<file path="src/rtl/ee_target_pkg.sv">
package ee_target_pkg;

  typedef enum logic [2:0] {
    ST_IDLE,
    ST_HDR,
    ST_WADDR,
    ST_WDATA,
    ST_ACK,
    ST_RDATA,
    ST_RACK
  } bus_st_e;

  // Header match: upper seven bits against type code and strap bits.
  function automatic logic hdr_hit(input logic [6:0] hdr7,
                                   input logic [3:0] code,
                                   input logic [2:0] strap);
    return hdr7 == {code, strap};
  endfunction

endpackage

</file>
<file path="src/rtl/ee_bus_sync.sv">
module ee_bus_sync #(
  parameter int STAGES = 2
) (
  input  logic clk,
  input  logic rst_n,
  input  logic scl_i,
  input  logic sda_i,
  output logic scl_s,
  output logic sda_s,
  output logic scl_rise,
  output logic scl_fall,
  output logic start_det,
  output logic stop_det
);
  localparam int PW = STAGES + 1;

  logic [PW-1:0] scl_pipe, sda_pipe;
  logic scl_q, sda_q;

  always_ff @(posedge clk) begin
    if (!rst_n) begin
      scl_pipe <= '1;
      sda_pipe <= '1;
    end else begin
      scl_pipe <= {scl_pipe[PW-2:0], scl_i};
      sda_pipe <= {sda_pipe[PW-2:0], sda_i};
    end
  end

  assign scl_s = scl_pipe[STAGES-1];
  assign scl_q = scl_pipe[STAGES];
  assign sda_s = sda_pipe[STAGES-1];
  assign sda_q = sda_pipe[STAGES];

  assign scl_rise  = scl_s & ~scl_q;
  assign scl_fall  = ~scl_s & scl_q;
  assign start_det = scl_s & scl_q & sda_q & ~sda_s;
  assign stop_det  = scl_s & scl_q & ~sda_q & sda_s;
endmodule

</file>
<file path="src/rtl/ee_addr_ctr.sv">
module ee_addr_ctr #(
  parameter int AW = 8
) (
  input  logic          clk,
  input  logic          rst_n,
  input  logic          load,
  input  logic [AW-1:0] load_val,
  input  logic          inc,
  output logic [AW-1:0] cnt
);
  // Next location, rolling over from the top back to zero.
  function automatic logic [AW-1:0] bump(input logic [AW-1:0] a);
    return a + AW'(1);
  endfunction

  always_ff @(posedge clk) begin
    if (!rst_n)     cnt <= '0;
    else if (load)  cnt <= load_val;
    else if (inc)   cnt <= bump(cnt);
  end
endmodule

</file>
<file path="src/rtl/ee_byte_mem.sv">
module ee_byte_mem #(
  parameter int AW = 8,
  parameter int DW = 8
) (
  input  logic          clk,
  input  logic          we,
  input  logic [AW-1:0] waddr,
  input  logic [DW-1:0] wdata,
  input  logic [AW-1:0] raddr,
  output logic [DW-1:0] rdata
);
  localparam int DEPTH = 1 << AW;

  logic [DW-1:0] mem [DEPTH];

  always_ff @(posedge clk) begin
    if (we) mem[waddr] <= wdata;
  end

  assign rdata = mem[raddr];
endmodule

</file>
<file path="src/rtl/ee_target.sv">
module ee_target
  import ee_target_pkg::*;
#(
  parameter int         AW        = 8,
  parameter logic [3:0] TYPE_CODE = 4'b1010
) (
  input  logic       clk,
  input  logic       rst_n,
  input  logic [2:0] strap_i,
  input  logic       scl_i,
  input  logic       sda_i,
  output logic       sda_oe_o
);
  localparam int BYTE_W = 8;
  localparam int BC_W   = $clog2(BYTE_W + 1);
  localparam logic [BC_W-1:0] BC_FULL = BC_W'(BYTE_W);

  logic scl_s, sda_s, scl_rise, scl_fall, start_det, stop_det;

  ee_bus_sync #(.STAGES(2)) u_sync (
    .clk(clk), .rst_n(rst_n), .scl_i(scl_i), .sda_i(sda_i),
    .scl_s(scl_s), .sda_s(sda_s), .scl_rise(scl_rise), .scl_fall(scl_fall),
    .start_det(start_det), .stop_det(stop_det)
  );

  bus_st_e            state_q, ack_next_q;
  logic [BC_W-1:0]    bit_q;
  logic [BYTE_W-1:0]  rx_q, tx_q;
  logic               sda_oe_q, more_q;
  logic [AW-1:0]      cnt;
  logic [BYTE_W-1:0]  rd_byte;

  // Named internal events, shared with the checker.
  logic byte_end, hdr_done, hdr_match, cnt_load, mem_we, tx_done, cnt_inc, bus_idle;
  logic [AW-1:0] addr_load_val;

  assign byte_end      = scl_fall && (bit_q == BC_FULL) && !start_det && !stop_det;
  assign hdr_done      = (state_q == ST_HDR) && byte_end;
  assign hdr_match     = hdr_hit(rx_q[7:1], TYPE_CODE, strap_i);
  assign cnt_load      = (state_q == ST_WADDR) && byte_end;
  assign mem_we        = (state_q == ST_WDATA) && byte_end;
  assign tx_done       = (state_q == ST_RDATA) && byte_end;
  assign cnt_inc       = mem_we || tx_done;
  assign bus_idle      = (state_q == ST_IDLE);
  assign addr_load_val = rx_q[AW-1:0];

  ee_addr_ctr #(.AW(AW)) u_ctr (
    .clk(clk), .rst_n(rst_n), .load(cnt_load), .load_val(addr_load_val),
    .inc(cnt_inc), .cnt(cnt)
  );

  ee_byte_mem #(.AW(AW), .DW(BYTE_W)) u_mem (
    .clk(clk), .we(mem_we), .waddr(cnt), .wdata(rx_q),
    .raddr(cnt), .rdata(rd_byte)
  );

  always_ff @(posedge clk) begin
    if (!rst_n) begin
      state_q    <= ST_IDLE;
      ack_next_q <= ST_IDLE;
      bit_q      <= '0;
      rx_q       <= '0;
      tx_q       <= '0;
      sda_oe_q   <= 1'b0;
      more_q     <= 1'b0;
    end else if (start_det) begin
      state_q  <= ST_HDR;
      bit_q    <= '0;
      sda_oe_q <= 1'b0;
    end else if (stop_det) begin
      state_q  <= ST_IDLE;
      sda_oe_q <= 1'b0;
    end else begin
      case (state_q)
        ST_HDR, ST_WADDR, ST_WDATA: begin
          if (scl_rise && bit_q != BC_FULL) begin
            rx_q  <= {rx_q[BYTE_W-2:0], sda_s};
            bit_q <= bit_q + BC_W'(1);
          end
          if (byte_end) begin
            bit_q <= '0;
            if (state_q == ST_HDR && !hdr_match) begin
              state_q <= ST_IDLE;
            end else begin
              sda_oe_q <= 1'b1;
              state_q  <= ST_ACK;
              if (state_q == ST_HDR) ack_next_q <= rx_q[0] ? ST_RDATA : ST_WADDR;
              else                   ack_next_q <= ST_WDATA;
            end
          end
        end
        ST_ACK: begin
          if (scl_fall) begin
            bit_q   <= '0;
            state_q <= ack_next_q;
            if (ack_next_q == ST_RDATA) begin
              tx_q     <= rd_byte;
              sda_oe_q <= ~rd_byte[BYTE_W-1];
            end else begin
              sda_oe_q <= 1'b0;
            end
          end
        end
        ST_RDATA: begin
          if (scl_rise) bit_q <= bit_q + BC_W'(1);
          if (scl_fall) begin
            if (bit_q == BC_FULL) begin
              sda_oe_q <= 1'b0;
              state_q  <= ST_RACK;
            end else begin
              sda_oe_q <= ~tx_q[BYTE_W-2];
              tx_q     <= {tx_q[BYTE_W-2:0], 1'b0};
            end
          end
        end
        ST_RACK: begin
          if (scl_rise) more_q <= ~sda_s;
          if (scl_fall) begin
            if (more_q) begin
              tx_q     <= rd_byte;
              sda_oe_q <= ~rd_byte[BYTE_W-1];
              bit_q    <= '0;
              state_q  <= ST_RDATA;
            end else begin
              state_q <= ST_IDLE;
            end
          end
        end
        default: state_q <= ST_IDLE;
      endcase
    end
  end

  assign sda_oe_o = sda_oe_q;
endmodule

</file>
<file path="config.mk">
export PLATFORM = sky130hd
export DESIGN_NAME = ee_target
export DESIGN_NICKNAME = d
export VERILOG_FILES = /design/src/rtl/ee_target_pkg.sv /design/src/rtl/ee_bus_sync.sv /design/src/rtl/ee_addr_ctr.sv /design/src/rtl/ee_byte_mem.sv /design/src/rtl/ee_target.sv
export SDC_FILE = /design/constraint.sdc
export NUM_CORES = 2
export LEC_CHECK = 0
export BUFFER_PORTS_ARGS = -buffer_cell sky130_fd_sc_hd__buf_2
export CORE_ASPECT_RATIO = 0.9
export CORE_UTILIZATION = 60
export CTS_CLUSTER_DIAMETER = 30
export DETAILED_ROUTE_END_ITERATION = 10
export PLACE_DENSITY = 0.76
export SLEW_MARGIN = 15
export SYNTH_ARGS = -nofsm -noshare
export SYNTH_HDL_FRONTEND = slang
export SYNTH_SLANG_ARGS = --single-unit
</file>
<file path="constraint.sdc">
create_clock -name clk -period 6.1 [get_ports clk]
set_input_delay 0.61 -clock clk [delete_from_list [all_inputs] [get_ports clk]]
set_output_delay 0.61 -clock clk [all_outputs]
set_load 0.02 [all_outputs]
</file>
Yosys cells after proc, flatten, opt, wreduce, memory -nomap -nowiden. Memory sizes are Yosys's and may differ from the RTL's. A register that Yosys moved wholly into a read port is not among the register bits. Cells that the tools add are included.

Reductions and logical operators: 26. Bitwise operators: 17. $add $sub $neg: 2. Mux-type cells: 41. Equal/unequal tests: 26.

Operator list (count): two-way mux 7 bit (6); two-way mux 8 bit (4); two-way mux 3 bit (9); two-way mux 4 bit (6); != test 4 bit, second input constant (6); case mux 7 bit (3 select lines) (1); != test 2 bit, second input constant (10); case mux 4 bit (4 select lines) (1); AND reduction 5 bit (3); AND reduction 7 bit (2); == test 3 bit, second input constant (4); two-way mux 1 bit (12); case mux 3 bit (4 select lines) (1); inverter 1 bit (10); AND reduction 9 bit (1); adder 8 x 1 -> 8 bit, second input constant (1); logical AND 1 bit (8); AND reduction 4 bit (2); AND 1 bit (7); == test 7 bit (1); == test 3 x 2 -> 1 bit, second input constant (2); OR reduction 3 bit (2); adder 4 x 1 -> 4 bit, second input constant (1); == test 4 bit, second input constant (1); 9 further kinds (11).

Output and inout port bits: 1. Word-level logic and storage cells: 124. Memories: 1. RAM bits: 2048. Register bits after elaboration: 41.

Memory list: u_mem.mem (depth 256, bits a word 8, rd ports 1, clocked after Yosys merged registers in 1, write ports 1, line ee_byte_mem.sv:14) `logic [DW-1:0] mem [DEPTH];`.

Longest topological paths before layout.
Depth in word-level cells: 12. Depth in mapped cells: 13. Gate-level depth less buffers: 9.

Modules after synthesis. A second synthesis with hierarchy kept.

Cell total of the unflattened synthesis: 3971. Area total of the unflattened synthesis: 81617.0 um^2.

By module, submodules not included: ee_byte_mem (cells each 3725, times used 1, area an instance 79396.1 um^2); ee_target (cells each 175, times used 1, area an instance 1569.0 um^2); ee_addr_ctr (cells each 55, times used 1, area an instance 461.7 um^2); ee_bus_sync (cells each 16, times used 1, area an instance 190.2 um^2).

Worst setup path before layout. OpenSTA, ideal clock, no wires.

Kind: reg-to-reg. Start: reg rx_q[2], in the netlist addr_load_val[2]. End: reg ack_next_q[1]. Clock period less this slack: 5037 ps. Library setup time: 118 ps. Path slack: 1063 ps. Arrival: 4919 ps. Cell stages (with the launch flop): 7. Cells stage by stage: dfxtp_1 xnor2_1 nand4_1 o31ai_1 and3b_1 nand3_1 o211a_1.

Longest elaborated chain between the ends: 5.

RTL lines: start: declaration (line ee_target.sv:28) `logic [BYTE_W-1:0] rx_q, tx_q;`; start signal: assignment (line ee_target.sv:77) `rx_q <= {rx_q[BYTE_W-2:0], sda_s};`; == test 7 bit (line ee_target_pkg.sv:17) `return hdr7 == {code, strap};`; logical NOT 1 bit (line ee_target.sv:82) `if (state_q == ST_HDR && !hdr_match) begin`; logical AND 1 bit (line ee_target.sv:82); inverter 1 bit (no source line); AND reduction 5 bit (no source line); end signal: assignment (line ee_target.sv:87) `if (state_q == ST_HDR) ack_next_q <= rx_q[0] ? ST_RDATA : ST_WADDR;`; end: declaration (line ee_target.sv:26) `bus_st_e state_q, ack_next_q;`.

No other way between the ends. A chain may end at the register's enable or synchronous reset.

Worst setup path after layout.
Start: reg bit_q[0]. End: mem u_mem.mem[92][4], enable pin.

Longest elaborated chain between the ends: 7.

RTL lines: start: declaration (line ee_target.sv:27) `logic [BC_W-1:0] bit_q;`; start signal: assignment (line ee_target.sv:78) `bit_q <= bit_q + BC_W'(1);`; start signal: assignment (line ee_target.sv:105) `if (scl_rise) bit_q <= bit_q + BC_W'(1);`; == test 4 bit (line ee_target.sv:37) `assign byte_end = scl_fall && (bit_q == BC_FULL) && !start_det && !stop_det;`; logical AND 1 bit (3 in a row) (line ee_target.sv:37); logical AND 1 bit (line ee_target.sv:41) `assign mem_we = (state_q == ST_WDATA) && byte_end;`; two-way mux 1 bit (line ee_byte_mem.sv:17) `if (we) mem[waddr] <= wdata;`; two-way mux 1 bit (implied by the code) (line ee_byte_mem.sv:17); end: declaration (line ee_byte_mem.sv:14).

No other way between the ends.

==> metrics list <==
- Maximum resistive drop on vdd: 0.000396 V
- Post-cts repair resize count: 0
- Share of total power in sequential cells: 43.7%
- Clock tree from TritonCTS: done
- Entering global routing, the biggest net connects 198 pins.
* Via density per instance: 7.07
- The floorplan step defined a core boundary enclosing 136000 sq um.
* H-tree Lvls: 5
- Share of synthesized registers carrying an async set or reset: 0%
- Synth cell types: 70
* Proportion of layout cells with a drive suffix above 1: 27.8%
- Detailed placement HPWL: 123000 microns
- The number of failing hold endpoints at the final stage came to 0.
- Number of non-filler instances in the completed layout: 6294
- At the end of routability-driven placement, the weighted congestion stood at 0.970.
- Measured against its own limit, the worst slew margin works out to 14.6%.
* Core Util, Final: 70.9%
- Dividing the detail-routed wire length by the instance count gives 35.8 microns.
* Clock power share: 56.2%
* Synthesized netlist net count: 3984
* Classification of the worst setup path: reg2reg
- After routing, the total negative slack on setup checks comes to 0 ns.
* Power density normalized to cell area: 372 nW/um^2
- Number of nets in the layout: 4202
- Ys flop type: sky130_fd_sc_hd__edfxtp_1
* Arrival time of the worst setup path: 4.76 ns
* Cell Area, Synth: 82200 sq um
- Path category of the worst min-delay check: in2reg
* Yosys warns: 0
- In this run, synthesis produced a sequential element count of 2097.
- The pre-antenna-repair detailed-routing pass consisted of 9 iterations.
* Area share of the leading cell type in the synthesized netlist: 74.8%
- During placement, the flow inserted port buffers numbering 7.
* Fin crit period: 4.29 ns
- Based on the critical path, the design can be clocked at up to 233 MHz.
- For this configuration, the core starts out at a cell density of 60.6%.
- Once detail routing completed, the nets flagged for antenna violations numbered 0.
- CTS saw 2097 sinks.
* Floorplan die height: 353 microns
* GRT Overall Usage: 33.0%
* Post-CTS setup buffer count: 0
- Die area: 138000 sq um
- Worst Skew: 0.0714 ns
* Leakage power total: 30.1 nW
- Worst slew pin tran: 1.28 ns
- In this run the deepest clock path goes through 4 buffers.
- The initialized floorplan defines 128 standard-cell rows.
- In this run, CTS created clock tree buffers numbering 357.
- First-pass GRT wire length: 322000 microns
- Relative to the synthesized area, the layout overhead comes to 17.0%.
* Outcome: finished clean
- Die boundary width: 392 microns
- Total routed wirelength: 225000 microns
* Clock Latency Late Sink: 0.92 ns
- Number of hold-repair buffers added at the cts stage: 2
- Initial DRC Count: 6993
- Final period utilization: 70.3%
- Critical path endpoint category: register
- After detailed placement, the design holds a cell count of 5648.
* Net switching power of the design: 7.27 mW
* Ranking of synthesized cells by area: sky130_fd_sc_hd__edfxtp_1, sky130_fd_sc_hd__mux4_2, sky130_fd_sc_hd__nor2_1
- Number of max-capacitance violations reported: 0
* Data required time of the worst path: 6.57 ns
- The share of the Yosys chip area taken by registers is 76.0%.
- Residual DRC: 0
- Internal power comes to 28.5 mW.
- The total overflow left after global routing is 0.
- Setup repair after global routing left no endpoint under its margin.
- After synthesis, the most frequently instantiated cells are sky130_fd_sc_hd__edfxtp_1, sky130_fd_sc_hd__mux4_2, sky130_fd_sc_hd__nor2_1.
- 8 I/O pins were placed.
- CTS placed an instance of sky130_fd_sc_hd__clkbuf_16 at the clock tree root.
* Max Slew Vio Count: 0
* Via count: 44474
* Hold Slack: 0.152 ns
- Along the worst path, the maximum fanout reaches 18.
* Setup crit start kind: register
- Setup violations remaining at the end of the flow were counted as 0.
- Number of flops mapped to enable cells by yosys: 2048
- Clock-pin slew on the worst setup and hold paths: 0.05 ns
* Vias in the first global route: 44867
- Of the total power, the share spent switching nets is 20.3%.
* Combinational share of power: 0.2%
- Number of antenna violations at the first check in global routing: 8
- sky130_fd_sc_hd__edfxtp_1 is the most common cell in the netlist.
- After technology mapping, the gate count stands at 3971.
* Avg Cell Area, Syn: 20.7 sq um
- sky130_fd_sc_hd__edfxtp_1 takes more of the synthesized area than any other cell.
- Counting the fill cells in the layout gives 7467.
final cells by class:
class / count / area [sq um] / area share (%)
Clock inverter: 243 / 2710 / 2.82
Timing Repair Buffer: 95 / 901 / 0.937
Antenna cell: 3 / 7.51 / 0.00781
Multi-Input combinational cell: 1625 / 18400 / 19.1
Tap cell: 1820 / 2280 / 2.37
Clock buffer: 398 / 9260 / 9.63
Inverter: 13 / 51.3 / 0.0534
Sequential cell: 2097 / 62500 / 65.1
state kept, by name, indices dropped and copies added (netlist names), named ones only:
signal           flops
ack_next_q           3
addr_load_val        8
bit_q                4
more_q               1
sda_oe_o             1
state_q              3
tx_q                 7
u_ctr.cnt            8
u_mem.mem         2048
u_sync.scl_pipe      3
u_sync.sda_pipe      3
cell families after synthesis:
group	count (synthesis)	share of synthesized area (%)
compound gates	282	2.43
flops	2097	76.0
mux	652	16.0
fa+ha+maj	6	0.0913
buf+inv	249	1.64
simple gates	678	3.76
xor+xnor	7	0.0746
stage by stage:
step | power [mW] | cell area [sq um] | setup slack, ns
global route | 36.3 | 96100 | 1.72
finish | 35.7 | 96100 | 1.81
global placement | 15.9 | 84100 | 2.18
CTS | 35.8 | 96100 | 1.98
detailed placement | 15.9 | 84100 | 2.08
floorplan | 15.9 | 82200 | 1.06
power groups by stage:
stage	Clock [mW]	Sequential (mW)	Combinational (mW)
after floorplan	0	15.9	0.0420
after global placement	0	15.9	0.0523
after detailed placement	0	15.9	0.0528
after CTS	20.1	15.6	0.0546
after global routing	20.7	15.6	0.0600
final	20.1	15.6	0.0569
worst max-delay path, stage by stage (launching register included):
cell                      delay (ns)
sky130_fd_sc_hd__dfxtp_1        0.33
sky130_fd_sc_hd__inv_1          0.09
sky130_fd_sc_hd__ha_1           0.14
sky130_fd_sc_hd__and3b_1        0.35
sky130_fd_sc_hd__nand2_1        0.25
sky130_fd_sc_hd__nor2_1         0.27
sky130_fd_sc_hd__and3_1         0.56
sky130_fd_sc_hd__nand4_1        0.63
sky130_fd_sc_hd__buf_4          0.48
sky130_fd_sc_hd__nor2_1         0.72
worst paths after layout:
| kind | start | endpoint | slack, ns | cells after the start |
|---|---|---|---|---|
| min reg2reg | u_sync.sda_pipe[0]$_SDFF_PN1_ | u_sync.sda_pipe[1]$_SDFF_PN1_ | 0.45 | 1 |
| max reg2reg | bit_q[0]$_SDFFE_PP0P_ | u_mem.mem[92][4]$_DFFE_PP_ | 1.81 | 9 |
| min | rst_n | u_sync.scl_pipe[0]$_SDFF_PN1_ | 0.15 | 3 |
| max | bit_q[0]$_SDFFE_PP0P_ | u_mem.mem[92][4]$_DFFE_PP_ | 1.81 | 9 |
routing by layer:
| metal | global-route usage, % | vias to the layer above | routed length, microns | part of all wire (%) |
|---|---|---|---|---|
| met1 | 44.8 | 22858 | 79100 | 35 |
| li1 | - | 17030 | - | - |
| met4 | 14.9 | 8 | 10900 | 4.8 |
| met2 | 49.8 | 3804 | 105000 | 47 |
| met5 | 0 | - | 59 | 0.026 |
| met3 | 10.2 | 774 | 29700 | 13 |
cells in the final DEF (no fill, tap or decap), types with 10 or more instances in the layout:
master	count
sky130_fd_sc_hd__bufinv_16	43
sky130_fd_sc_hd__a2111oi_0	16
sky130_fd_sc_hd__nand3_1	55
sky130_fd_sc_hd__o221ai_1	12
sky130_fd_sc_hd__a31oi_1	12
sky130_fd_sc_hd__dfxtp_4	13
sky130_fd_sc_hd__nor2_1	319
sky130_fd_sc_hd__nand4_1	16
sky130_fd_sc_hd__mux4_2	526
sky130_fd_sc_hd__mux2_2	30
sky130_fd_sc_hd__clkbuf_1	33
sky130_fd_sc_hd__o21ai_0	28
sky130_fd_sc_hd__edfxtp_1	2048
sky130_fd_sc_hd__a211oi_1	26
sky130_fd_sc_hd__buf_4	70
sky130_fd_sc_hd__inv_1	10
sky130_fd_sc_hd__clkinv_1	44
sky130_fd_sc_hd__mux2i_1	96
sky130_fd_sc_hd__and2_1	17
sky130_fd_sc_hd__nand2b_1	34
sky130_fd_sc_hd__nand2_1	113
sky130_fd_sc_hd__nor3_1	32
sky130_fd_sc_hd__clkbuf_16	365
sky130_fd_sc_hd__nor2b_1	42
sky130_fd_sc_hd__inv_6	48
sky130_fd_sc_hd__clkinv_4	35
sky130_fd_sc_hd__clkinv_2	32
sky130_fd_sc_hd__a21oi_1	38
sky130_fd_sc_hd__clkinvlp_4	30
sky130_fd_sc_hd__o22ai_1	60
sky130_fd_sc_hd__buf_12	16
sky130_fd_sc_hd__dfxtp_1	35
sky130_fd_sc_hd__nor4_1	13
(Power assumes the default switching activity.)
